### config.mk
export PLATFORM = sky130hd
export DESIGN_NAME = psr_ctrl
export DESIGN_NICKNAME = d
export VERILOG_FILES = /design/src/rtl/psr_pkg.sv /design/src/rtl/psr_bank_map.sv /design/src/rtl/psr_field_mask.sv /design/src/rtl/psr_saved_bank.sv /design/src/rtl/psr_ctrl.sv
export SDC_FILE = /design/constraint.sdc
export NUM_CORES = 1
export LEC_CHECK = 0
export BUFFER_PORTS_ARGS = -buffer_cell sky130_fd_sc_hd__buf_2
export CAP_MARGIN = 20
export CORE_UTILIZATION = 52
export DETAILED_ROUTE_END_ITERATION = 6
export PLACE_DENSITY = 0.76
export SYNTH_ARGS = -nofsm -noshare
export SYNTH_HDL_FRONTEND = slang
export SYNTH_SLANG_ARGS = --single-unit
export TNS_END_PERCENT = 10
### constraint.sdc
create_clock -name clk_i -period 1.99 [get_ports clk_i]
set_input_delay 0.398 -clock clk_i [delete_from_list [all_inputs] [get_ports clk_i]]
set_output_delay 0.398 -clock clk_i [all_outputs]
set_load 0.01 [all_outputs]
### src/rtl/psr_pkg.sv
package psr_pkg;
  localparam int unsigned WORD_W  = 32;
  localparam int unsigned MODE_W  = 5;
  localparam int unsigned FIELD_W = 4;
  localparam int unsigned BANK_W  = 3;
  localparam int unsigned N_SAVED = 5;

  typedef enum logic [BANK_W-1:0] {
    BANK_USR  = 3'd0,
    BANK_FIQ  = 3'd1,
    BANK_IRQ  = 3'd2,
    BANK_SVC  = 3'd3,
    BANK_ABT  = 3'd4,
    BANK_UND  = 3'd5,
    BANK_NONE = 3'd6
  } bank_e;

  localparam logic [WORD_W-1:0] FLAG_MASK   = 32'hF000_0000;
  localparam logic [WORD_W-1:0] CTRL_MASK   = 32'h0000_00DF;
  localparam logic [WORD_W-1:0] FULL_MASK   = 32'hFFFF_FFFF;
  localparam logic [WORD_W-1:0] NARROW_MASK = 32'hF000_00C3;
  localparam logic [WORD_W-1:0] RESET_WORD  = 32'h0000_00D3;

  localparam logic [FIELD_W-1:0] FIELDS_ALL = 4'b1001;
  localparam int unsigned FLD_CTRL = 0;
  localparam int unsigned FLD_FLAG = 3;

  localparam int unsigned BIT_N = 31;
  localparam int unsigned BIT_Z = 30;
  localparam int unsigned BIT_C = 29;
  localparam int unsigned BIT_V = 28;
  localparam int unsigned BIT_I = 7;
  localparam int unsigned BIT_F = 6;
endpackage

### src/rtl/psr_bank_map.sv
module psr_bank_map
  import psr_pkg::*;
(
  input  logic [MODE_W-1:0] mode_i,
  output bank_e             bank_o
);
  always_comb begin
    case (mode_i)
      5'd0,  5'd16: bank_o = BANK_USR;
      5'd1,  5'd17: bank_o = BANK_FIQ;
      5'd2,  5'd18: bank_o = BANK_IRQ;
      5'd3,  5'd19: bank_o = BANK_SVC;
      5'd23:        bank_o = BANK_ABT;
      5'd27:        bank_o = BANK_UND;
      default:      bank_o = BANK_NONE;
    endcase
  end
endmodule

### src/rtl/psr_field_mask.sv
module psr_field_mask
  import psr_pkg::*;
(
  input  logic               user_i,
  input  logic [FIELD_W-1:0] fields_i,
  output logic [WORD_W-1:0]  mask_o
);
  always_comb begin
    mask_o = '0;
    if (user_i) begin
      if (fields_i[FLD_FLAG]) mask_o = FLAG_MASK;
    end else if (fields_i == FIELDS_ALL) begin
      mask_o = FULL_MASK;
    end else if (fields_i[FLD_CTRL]) begin
      mask_o = CTRL_MASK;
    end else if (fields_i[FLD_FLAG]) begin
      mask_o = FLAG_MASK;
    end
  end
endmodule

### src/rtl/psr_saved_bank.sv
module psr_saved_bank
  import psr_pkg::*;
#(
  parameter int unsigned DEPTH = N_SAVED
) (
  input  logic              clk_i,
  input  logic              rst_ni,
  input  logic              wr_en_i,
  input  bank_e             wr_bank_i,
  input  logic [WORD_W-1:0] wr_mask_i,
  input  logic [WORD_W-1:0] wr_data_i,
  input  bank_e             rd_bank_i,
  input  logic [WORD_W-1:0] rd_fallback_i,
  output logic [WORD_W-1:0] rd_data_o
);
  logic [DEPTH-1:0][WORD_W-1:0] words;

  for (genvar g = 0; g < DEPTH; g++) begin : g_word
    logic [WORD_W-1:0] word_q;
    logic              hit;
    assign hit = wr_en_i && (wr_bank_i == BANK_W'(g + 1));
    always_ff @(posedge clk_i or negedge rst_ni) begin
      if (!rst_ni)  word_q <= '0;
      else if (hit) word_q <= (word_q & ~wr_mask_i) | (wr_data_i & wr_mask_i);
    end
    assign words[g] = word_q;
  end

  always_comb begin
    rd_data_o = rd_fallback_i;
    for (int i = 0; i < DEPTH; i++)
      if (rd_bank_i == BANK_W'(i + 1)) rd_data_o = words[i];
  end
endmodule

### src/rtl/psr_ctrl.sv
module psr_ctrl
  import psr_pkg::*;
(
  input  logic               clk_i,
  input  logic               rst_ni,
  input  logic               prog32_i,
  input  logic               wr_en_i,
  input  logic               wr_saved_i,
  input  logic [FIELD_W-1:0] wr_fields_i,
  input  logic [WORD_W-1:0]  wr_data_i,
  input  logic [MODE_W-1:0]  query_mode_i,
  output logic [WORD_W-1:0]  status_o,
  output logic [WORD_W-1:0]  saved_o,
  output logic [BANK_W-1:0]  query_bank_o,
  output logic               priv_xlat_o,
  output logic               flag_n_o,
  output logic               flag_z_o,
  output logic               flag_c_o,
  output logic               flag_v_o,
  output logic               irq_mask_o,
  output logic               fiq_mask_o,
  output logic               mode_chg_o,
  output logic [BANK_W-1:0]  old_bank_o,
  output logic [BANK_W-1:0]  new_bank_o
);
  logic [WORD_W-1:0] cpsr_q, cpsr_merge, cpsr_next;
  logic [WORD_W-1:0] cur_mask, saved_mask;
  bank_e             cur_bank, next_bank, qry_bank;
  bank_e             old_bank_q, new_bank_q;
  logic              chg_q, cpsr_wr, saved_wr;

  psr_bank_map u_map_cur  (.mode_i(cpsr_q[MODE_W-1:0]),    .bank_o(cur_bank));
  psr_bank_map u_map_next (.mode_i(cpsr_next[MODE_W-1:0]), .bank_o(next_bank));
  psr_bank_map u_map_qry  (.mode_i(query_mode_i),          .bank_o(qry_bank));

  psr_field_mask u_mask_cur (
    .user_i  (cur_bank == BANK_USR),
    .fields_i(wr_fields_i),
    .mask_o  (cur_mask)
  );
  // saved words only exist in privileged banks, so no user restriction
  psr_field_mask u_mask_saved (
    .user_i  (1'b0),
    .fields_i(wr_fields_i),
    .mask_o  (saved_mask)
  );

  assign cpsr_wr    = wr_en_i && !wr_saved_i;
  assign saved_wr   = wr_en_i && wr_saved_i;
  assign cpsr_merge = (cpsr_q & ~cur_mask) | (wr_data_i & cur_mask);
  assign cpsr_next  = prog32_i ? cpsr_merge : (cpsr_merge & NARROW_MASK);

  always_ff @(posedge clk_i or negedge rst_ni) begin
    if (!rst_ni) begin
      cpsr_q     <= RESET_WORD;
      chg_q      <= 1'b0;
      old_bank_q <= BANK_SVC;
      new_bank_q <= BANK_SVC;
    end else begin
      chg_q <= cpsr_wr && (cpsr_next[MODE_W-1:0] != cpsr_q[MODE_W-1:0]);
      if (cpsr_wr) begin
        cpsr_q     <= cpsr_next;
        old_bank_q <= cur_bank;
        new_bank_q <= next_bank;
      end
    end
  end

  psr_saved_bank #(.DEPTH(N_SAVED)) u_saved (
    .clk_i        (clk_i),
    .rst_ni       (rst_ni),
    .wr_en_i      (saved_wr),
    .wr_bank_i    (cur_bank),
    .wr_mask_i    (saved_mask),
    .wr_data_i    (wr_data_i),
    .rd_bank_i    (qry_bank),
    .rd_fallback_i(cpsr_q),
    .rd_data_o    (saved_o)
  );

  assign status_o     = cpsr_q;
  assign query_bank_o = qry_bank;
  assign priv_xlat_o  = |cpsr_q[1:0];
  assign flag_n_o     = cpsr_q[BIT_N];
  assign flag_z_o     = cpsr_q[BIT_Z];
  assign flag_c_o     = cpsr_q[BIT_C];
  assign flag_v_o     = cpsr_q[BIT_V];
  assign irq_mask_o   = cpsr_q[BIT_I];
  assign fiq_mask_o   = cpsr_q[BIT_F];
  assign mode_chg_o   = chg_q;
  assign old_bank_o   = old_bank_q;
  assign new_bank_o   = new_bank_q;
endmodule

# Word-level counts from Yosys, hierarchy flattened
# Memory sizes are Yosys's and may differ from the RTL's. A register that Yosys moved wholly into a read port is not among the register bits.
# Cells that the tools add are included.
# word_totals
register_bits	196
rom_bits	288
input_bits	46
out_inout_bits	81
wordCells	61
mem_count	3
# mem_list
memory	depth	width	rd	rd_clocked_by_memory_dff	write_ports	line_no	rtl
(name not given)	32	3	1	0	0	psr_bank_map.sv:8	case (mode_i)
(name not given)	32	3	1	1	0	psr_bank_map.sv:8	
(name not given)	32	3	1	0	0	psr_bank_map.sv:8	
# classes
n_eq_ne	12
mux	10
n_bitwise	16
reduce_logical	12
# ops
operator	n
$mux W32	9
$and A32 B32 Y32	8
$or A32 B32 Y32	6
$not A32 Y32	2
$mux W28	1
$eq A3 B2 Y1 const B	4
$eq A3 B3 Y1 const B	4
$logic_and A1 B1 Y1	8
$eq A3 B1 Y1 const B	2
$ne A5 B5 Y1	1
$eq A4 B4 Y1 const B	1
$logic_not A3 Y1	1
$logic_not A1 Y1	2
$reduce_or A2 Y1	1

# Logic depth before layout (Yosys ltp)
# Gate-level depths: netlist (run 1).
# depth
word_depth	10
depth_mapped	7
depth_no_buf	4

# Modules after synthesis
# A second synthesis (run 1) with hierarchy kept.
# unflattened
hier_cells	1134
hier_area_um2	11358.4
# modules_own_cells
module	n_inst	cells_per_inst	area_per_inst_um2	seq_area_each_um2
psr_saved_bank	1	808	8733.4	4003.8
psr_ctrl	1	228	1965.6	987.2
psr_field_mask	2	34	249.0	0.0
psr_bank_map	3	10	53.8	0.0

# Least setup slack after synthesis (run 1)
# No wires, ideal clock.
# synth_timing
kind	input-to-output
start	in query_mode_i[1]
end	out saved_o[21]
arrival_ns	1.810
t_required_ns	1.592
slack_ns	-0.218
path_stages	6
path_buffers	2
path_cell_list	buf_2 -> nor2b_1 -> nor3b_1 -> clkbuf_1 -> a22oi_1 -> a31oi_1
# synth_via
elab_chain_cells	7
elab_cells_between_ends	11
cone_classes	eq/ne: 5; mux: 5; memory: 1
# synth_lines
item	line_no	rtl
from (decl)	psr_ctrl.sv:11	input logic [MODE_W-1:0] query_mode_i,
$mem_v2 Z32 W3 *	-	
$eq A3 B1 Y1	psr_saved_bank.sv:32	if (rd_bank_i == BANK_W'(i + 1)) rd_data_o = words[i];
$mux W32 (4 in series)	psr_saved_bank.sv:32	
$mux W32 *	psr_saved_bank.sv:32	
to (decl)	psr_ctrl.sv:13	output logic [WORD_W-1:0] saved_o,
# Mark *: on every way between the ends. The rest lies on a longest branch, timed or not.

# Final worst setup path (run 1)
# layout_timing
start	in query_mode_i[3]
end	out saved_o[8]
# Same word-level chain as after synthesis.

==> results of run 1 <==
-- how the worst max path moves through the flow --
stage	from	slack (ns)	to
global route	query_mode_i[2]	-0.16	saved_o[14]
global placement	query_mode_i[0]	-0.18	saved_o[15]
finish	query_mode_i[3]	-0.14	saved_o[8]
floorplan	query_mode_i[3]	-0.05	saved_o[10]
CTS	status_o[1]$_DFFE_PN1P_	-0.15	saved_o[1]
detailed placement	query_mode_i[1]	-0.24	saved_o[15]
-- area by class of cell --
| class | count | share of cell area [%] |
|---|---|---|
| Clock buffer | 20 | 3.76 |
| Sequential cell | 199 | 41.1 |
| Clock inverter | 12 | 1.08 |
| Timing Repair Buffer | 235 | 15.7 |
| Inverter | 6 | 0.216 |
| Multi-Input combinational cell | 519 | 35.8 |
| Tap cell | 229 | 2.36 |
| Antenna cell | 2 | 0.0412 |
-- logic make-up after synthesis --
kind of cell	after synthesis
XOR/XNOR	4
AO/OA/AOI/OAI	218
buffers and inverters	75
multiplexers	169
AND/OR/NAND/NOR	128
flip-flops	199
-- metrics by stage --
step | worst slack, ns | instances
finish | -0.138 | 1222
CTS | -0.152 | 1201
global route | -0.157 | 1220
floorplan | -0.0477 | 793
detailed placement | -0.238 | 1163
global placement | -0.176 | 1163
-- report_power, final --
part / total, W / switching [W] / internal (W)
clock network: 0.00346 / 0.00162 / 0.00184
registers: 0.00515 / 0.000424 / 0.00473
logic: 0.00255 / 0.00124 / 0.00130
-- layout by cell type, fill, tap and decap left out, drive strengths merged, types with 2 or more instances in the layout --
cell type	Yosys	routed
nor2b	3	3
buf	29	231
xnor2	3	3
a41oi	2	2
clkbuf	40	22
a211oi	2	2
o41ai	2	2
dfrtp	190	190
o31a	3	3
o22ai	33	33
a22o	21	21
clkinv	0	3
nand2b	34	34
nand3	40	40
diode	0	2
inv	6	12
dfstp	9	9
and4	3	3
mux2	167	167
nand4	3	3
a22oi	33	33
mux2i	2	2
nor3	5	5
nand2	15	15
clkinvlp	0	2
a31oi	33	33
nor3b	2	2
a21o	32	32
or3	2	2
a32o	3	3
or2	3	3
and3	2	2
o21ai	43	43
a21oi	6	6
nor2	12	12
-- metal layers --
layer	vias up	wire length [µm]
met1	3861	11700
met3	38	2050
li1	3355	-
met2	323	12900
met5	-	0
met4	0	363
-- repair_timing --
item,in CTS,in global routing
setup endpoints to repair,39,126
pin swaps,7,34
setup buffers,2,15
endpoints found under the hold margin,43,0
gates resized for setup,36,50
hold buffers,1,0
gates cloned,3,4
==> results.ini, run 1 <==
[power]
p_leak_nw=5.81
cellPowerDensity_nw_per_um2=918
max-vdd-ir-drop_v=0.000724
power_w=0.0112

[floorplan]
die_w_um=137
pin_count=127
row_count=49
start_util_pct=53.0
design.core.area_um2=17900
die_area_um2=18800
die_h_um=137

[worst_setup_path]
path_buf_inv=5
start_kind=primary input
rr_worst_depth=6
path_delay_family=buffers and inverters
r2r_start=status_o[4]$_DFFE_PN1P_
worst_ep_arrival_time_ns=1.73
end_kind=output pin
cpMaxStageDelayCell=o22ai_1
required_ns=1.59
path_depth=8
slowest_delay_ns=0.27
crit_type=primary input to output pin
r2r_slack_ns=0
worstPathCellList=buf_2, buf_4, nand4_1, buf_4, buf_6, o22ai_1, a31oi_1, buf_2
crit_fanout=11

[sta]
holdWs_ns=0.240
final.min_clock_period_ns=2.13
fmax_ghz=0.470
relSlewSlack_pct=69.8
rsz0062_at_grt=true
fin_ws_ns=-0.138
finalHoldViolCount=0
drv_slew=0
setup_viol=33
worst_slew_pin_slew_ns=0.453
skew_ns=0.00529
fin_tns_setup_ns=-2.57
period_share_pct=107

[placement]
portBuffers=126
hpwl_um=16500
dpl_cell_area_um2=11000
gp_congestion=0.873

[logic_synthesis]
synthArstFlopShare_pct=100
synth_compound_area_share_pct=15.8
ys_top_cells_by_count=dfrtp_1, mux2_2, mux2_1, o21ai_0
synth_flop_cell=dfrtp_1
ys_ff_latch=199
synth-edff-count=0
synth_cells=793
ys_warn_count=0
yosys.area_share.xor_xnor_pct=0.369
synth_adder_area_share_pct=0
synth_cell_types=50
synth-seq-area-share_pct=52.6
syn_nets=839
synth_top_family_by_area=multiplexers
synth_top_area_share_pct=50.1
yosys-top-cells-area=dfrtp_1, mux2_2, mux2_1
synth.most_common_cell=dfrtp_1
syn_area_per_cell_um2=12.0
synth.area.mux_share_pct=20.0
yosysTopAreaCell=dfrtp_1
syn_area_um2=9490
synthSimpleGateAreaFrac_pct=7.62

[routing]
avgViaCountPerCell=6.20
drcViolationCount=0
firstDrtPassIters=7
antenna_left=0
drt_iter0_drc=678
wl_per_cell_um=22.1
via_count=7577
wl_um=27000

[final_layout]
nFillCells=1271
seq_area_um2=4990
multiInputGateArea_um2=4350
drive_above_1_share_pct=44.7
nNetsFinal=1024
syn2layout_area_growth_pct=28.1
final_util_pct=67.9
stdcell_area_um2=12200

[clock_tree]
clock_path_buffers=2
cts_tree=yes
path_clk_slew_ns=0.07
clkSinkCount=199
cts_root_buf=clkbuf_16
cts_buffers=17
clk_latency_ns=0.44
h-tree-depth=4

[global_routing]
grt_use_met1_pct=39.6
grt_max_degree=63
grt_usage_pct=28.8
antenna_found_initial=1
grt_pass1_vias=7340
top_usage_layer=met2
gr-usage-met3_pct=8.07
met2_usage_pct=45.1
grt_pass1_wl_um=40100
grt_overflow=0

[worst_hold_path]
hold_path_class=primary input to flip-flop
worstHoldStart=wr_data_i[16]
min_path_cells=2

[outcome]
violations=negative setup slack
status=complete, but fails checks

[flow_run]
drv_cap=0

(Power assumes the default switching activity.)
==> run 2, diff against run 1 <==
- CORE_MARGIN: default -> 3
==> run 2 against run 1 <==
  * The flow still finishes with violations (negative setup slack)
  * Worst setup slack got worse by 0.023 ns
  * Cell count down 2.3%
  * Maximum frequency shrank 1.1%
  * Critical endpoint is now saved_o[1]
==> results.ini, run 2 (synthesis results as in run 1) <==
[outcome]
status=complete, but fails checks
violations=negative setup slack

[placement]
hpwl_um=16700
place_ws_ns=-0.199
portBuffers=126
gp_congestion=0.836
post-place-cells=1144

[worst_setup_path]
cpMaxStageDelayCell=buf_12
r2r_start=status_o[1]$_DFFE_PN1P_
path_delay_family=buffers and inverters
slowest_delay_ns=0.26
crit_top_cell=buf_12
worstSetupEndpoint=saved_o[1]
path_depth=8
worstPathCellList=buf_12, nor2b_4, buf_4, nand4_1, buf_12, o22ai_1, a31oi_2, buf_2
crit_type=primary input to output pin
end_kind=output pin
crit_fanout=32
required_ns=1.59
worst_ep_arrival_time_ns=1.75
path_buf_inv=4
r2r_slack_ns=-0.03
rr_worst_depth=6
start_kind=primary input
critPathLaunch=query_mode_i[1]

[clock_tree]
clk_latency_ns=0.44
h-tree-depth=4
cts_buffers=17
cts_root_buf=clkbuf_16
path_clk_slew_ns=0.08
clock_path_buffers=2
cts_tree=yes
clkSinkCount=199

[worst_hold_path]
worstHoldStart=wr_data_i[21]
hold_path_class=primary input to flip-flop

[final_layout]
diodes=0
layout_commonest_cell=dfrtp_1
drive_above_1_share_pct=45.2
syn2layout_area_growth_pct=29.1
fin_cells=1194
final_cell_mix=dfrtp_1, buf_2, mux2_2
nNetsFinal=1003
nFillCells=1209

[sta]
worst_slew_pin_slew_ns=0.414
final.min_clock_period_ns=2.15
period_share_pct=108
drv_slew=0
relSlewSlack_pct=72.4
rsz0062_at_grt=true
finalHoldViolCount=0
skew_ns=0.0167
setup_viol=44
fin_ws_ns=-0.161
fmax_ghz=0.465

[routing]
via_count=7553
wl_um=27600
drcViolationCount=0
antenna_left=0
drt_iter0_drc=539
firstDrtPassIters=7
wl_per_cell_um=23.1
avgViaCountPerCell=6.33

[floorplan]
design.core.area_um2=17600
pin_count=127
row_count=48
start_util_pct=53.9
die_h_um=141
die_w_um=141
die_area_um2=19900

[global_routing]
grt_pass1_wl_um=42200
grt_pass1_vias=7574
grt_usage_pct=27.0
grt_overflow=0
antenna_found_initial=0
grt_max_degree=51

[power]
cellPowerDensity_nw_per_um2=953
internal-power_w=0.00838
max-vdd-ir-drop_v=0.000704
clockPowerShare_pct=34.1
pwr-share-comb_pct=21.7
p_leak_nw=5.82
sw_frac_of_total_pct=28.2
seq_power_share_pct=44.2
p_sw_w=0.00330

[flow_run]
drv_cap=0

[run 2: changes by cell type in the layout (fill, tap and decap cells not counted), moves of 5 or more]
| cell | change |
|---|---|
| buf_4 | -18 |
| o21ai_1 | -7 |
| mux2_4 | +9 |
| mux2_2 | -7 |
| o22ai_2 | +12 |
| bufinv_16 | +5 |
| o21ai_0 | +11 |
| o22ai_1 | -14 |
[run 2: per-stage QoR]
| stage | total power, W | hold WS (ns) | utilization (%) | instance area [µm²] | TNS [ns] |
|---|---|---|---|---|---|
| 2_1_floorplan | 0.00650 | 0.102 | - | 9500 | -1.42 |
| 3_3_place_gp | 0.00738 | 0.371 | 61.8 | 10900 | -4.86 |
| 3_5_place_dp | 0.00747 | 0.371 | 61.8 | 10900 | -5.12 |
| 4_1_cts | 0.0115 | 0.237 | 68.2 | 12000 | -1.56 |
| 5_1_grt | 0.0121 | 0.256 | 69.6 | 12300 | -5.66 |
| 6_report | 0.0117 | 0.240 | 69.6 | 12300 | -2.45 |
[run 2: per-layer routing]
metal	wire length [µm]	share of wire (%)	GRT usage (%)	vias up
met5	0	0	0	-
met4	552	2.0	7.09	0
met3	1980	7.2	5.66	50
met2	13100	47	42.4	346
met1	12000	43	38.5	3866
li1	-	-	-	3291
[run 2: power groups by stage]
stage	combinational, W	clock (W)	sequential, W
after floorplan	0.00134	0	0.00516
after global routing	0.00274	0.00417	0.00523
final	0.00254	0.00398	0.00516
after CTS	0.00240	0.00400	0.00512
after global placement	0.00222	0	0.00517
after detailed placement	0.00227	0	0.00520
[run 2: how the worst min path moves through the flow]
stage                                 endpoint  cells after the start
global route                         flip-flop                      2
floorplan           asynchronous set/reset pin                      0
finish                               flip-flop                      2
global placement    asynchronous set/reset pin                      1
detailed placement     status_o[2]$_DFFE_PN0P_                      1
CTS                                  flip-flop                      2
[run 2: final cells by class]
cell class	instances	area, µm²	area share (%)
clock buffers	18	429	3.50
multi-input cells	519	4520	36.9
flip-flops and latches	199	4990	40.7
inverters	6	26.3	0.214
well taps	225	282	2.30
clock inverters	13	241	1.97
repair buffers	214	1770	14.4
[run 2: timing repair]
| item | 4_1_cts | 5_1_grt |
|---|---|---|
| buffers inserted | 10 | 3 |
| endpoints found under the hold margin | 36 | 0 |
| hold buffers | 1 | 0 |
| gates resized for setup | 60 | 49 |
| cloned | 4 | 2 |
| pin swaps | 14 | 26 |
| setup endpoints to repair | 36 | 179 |
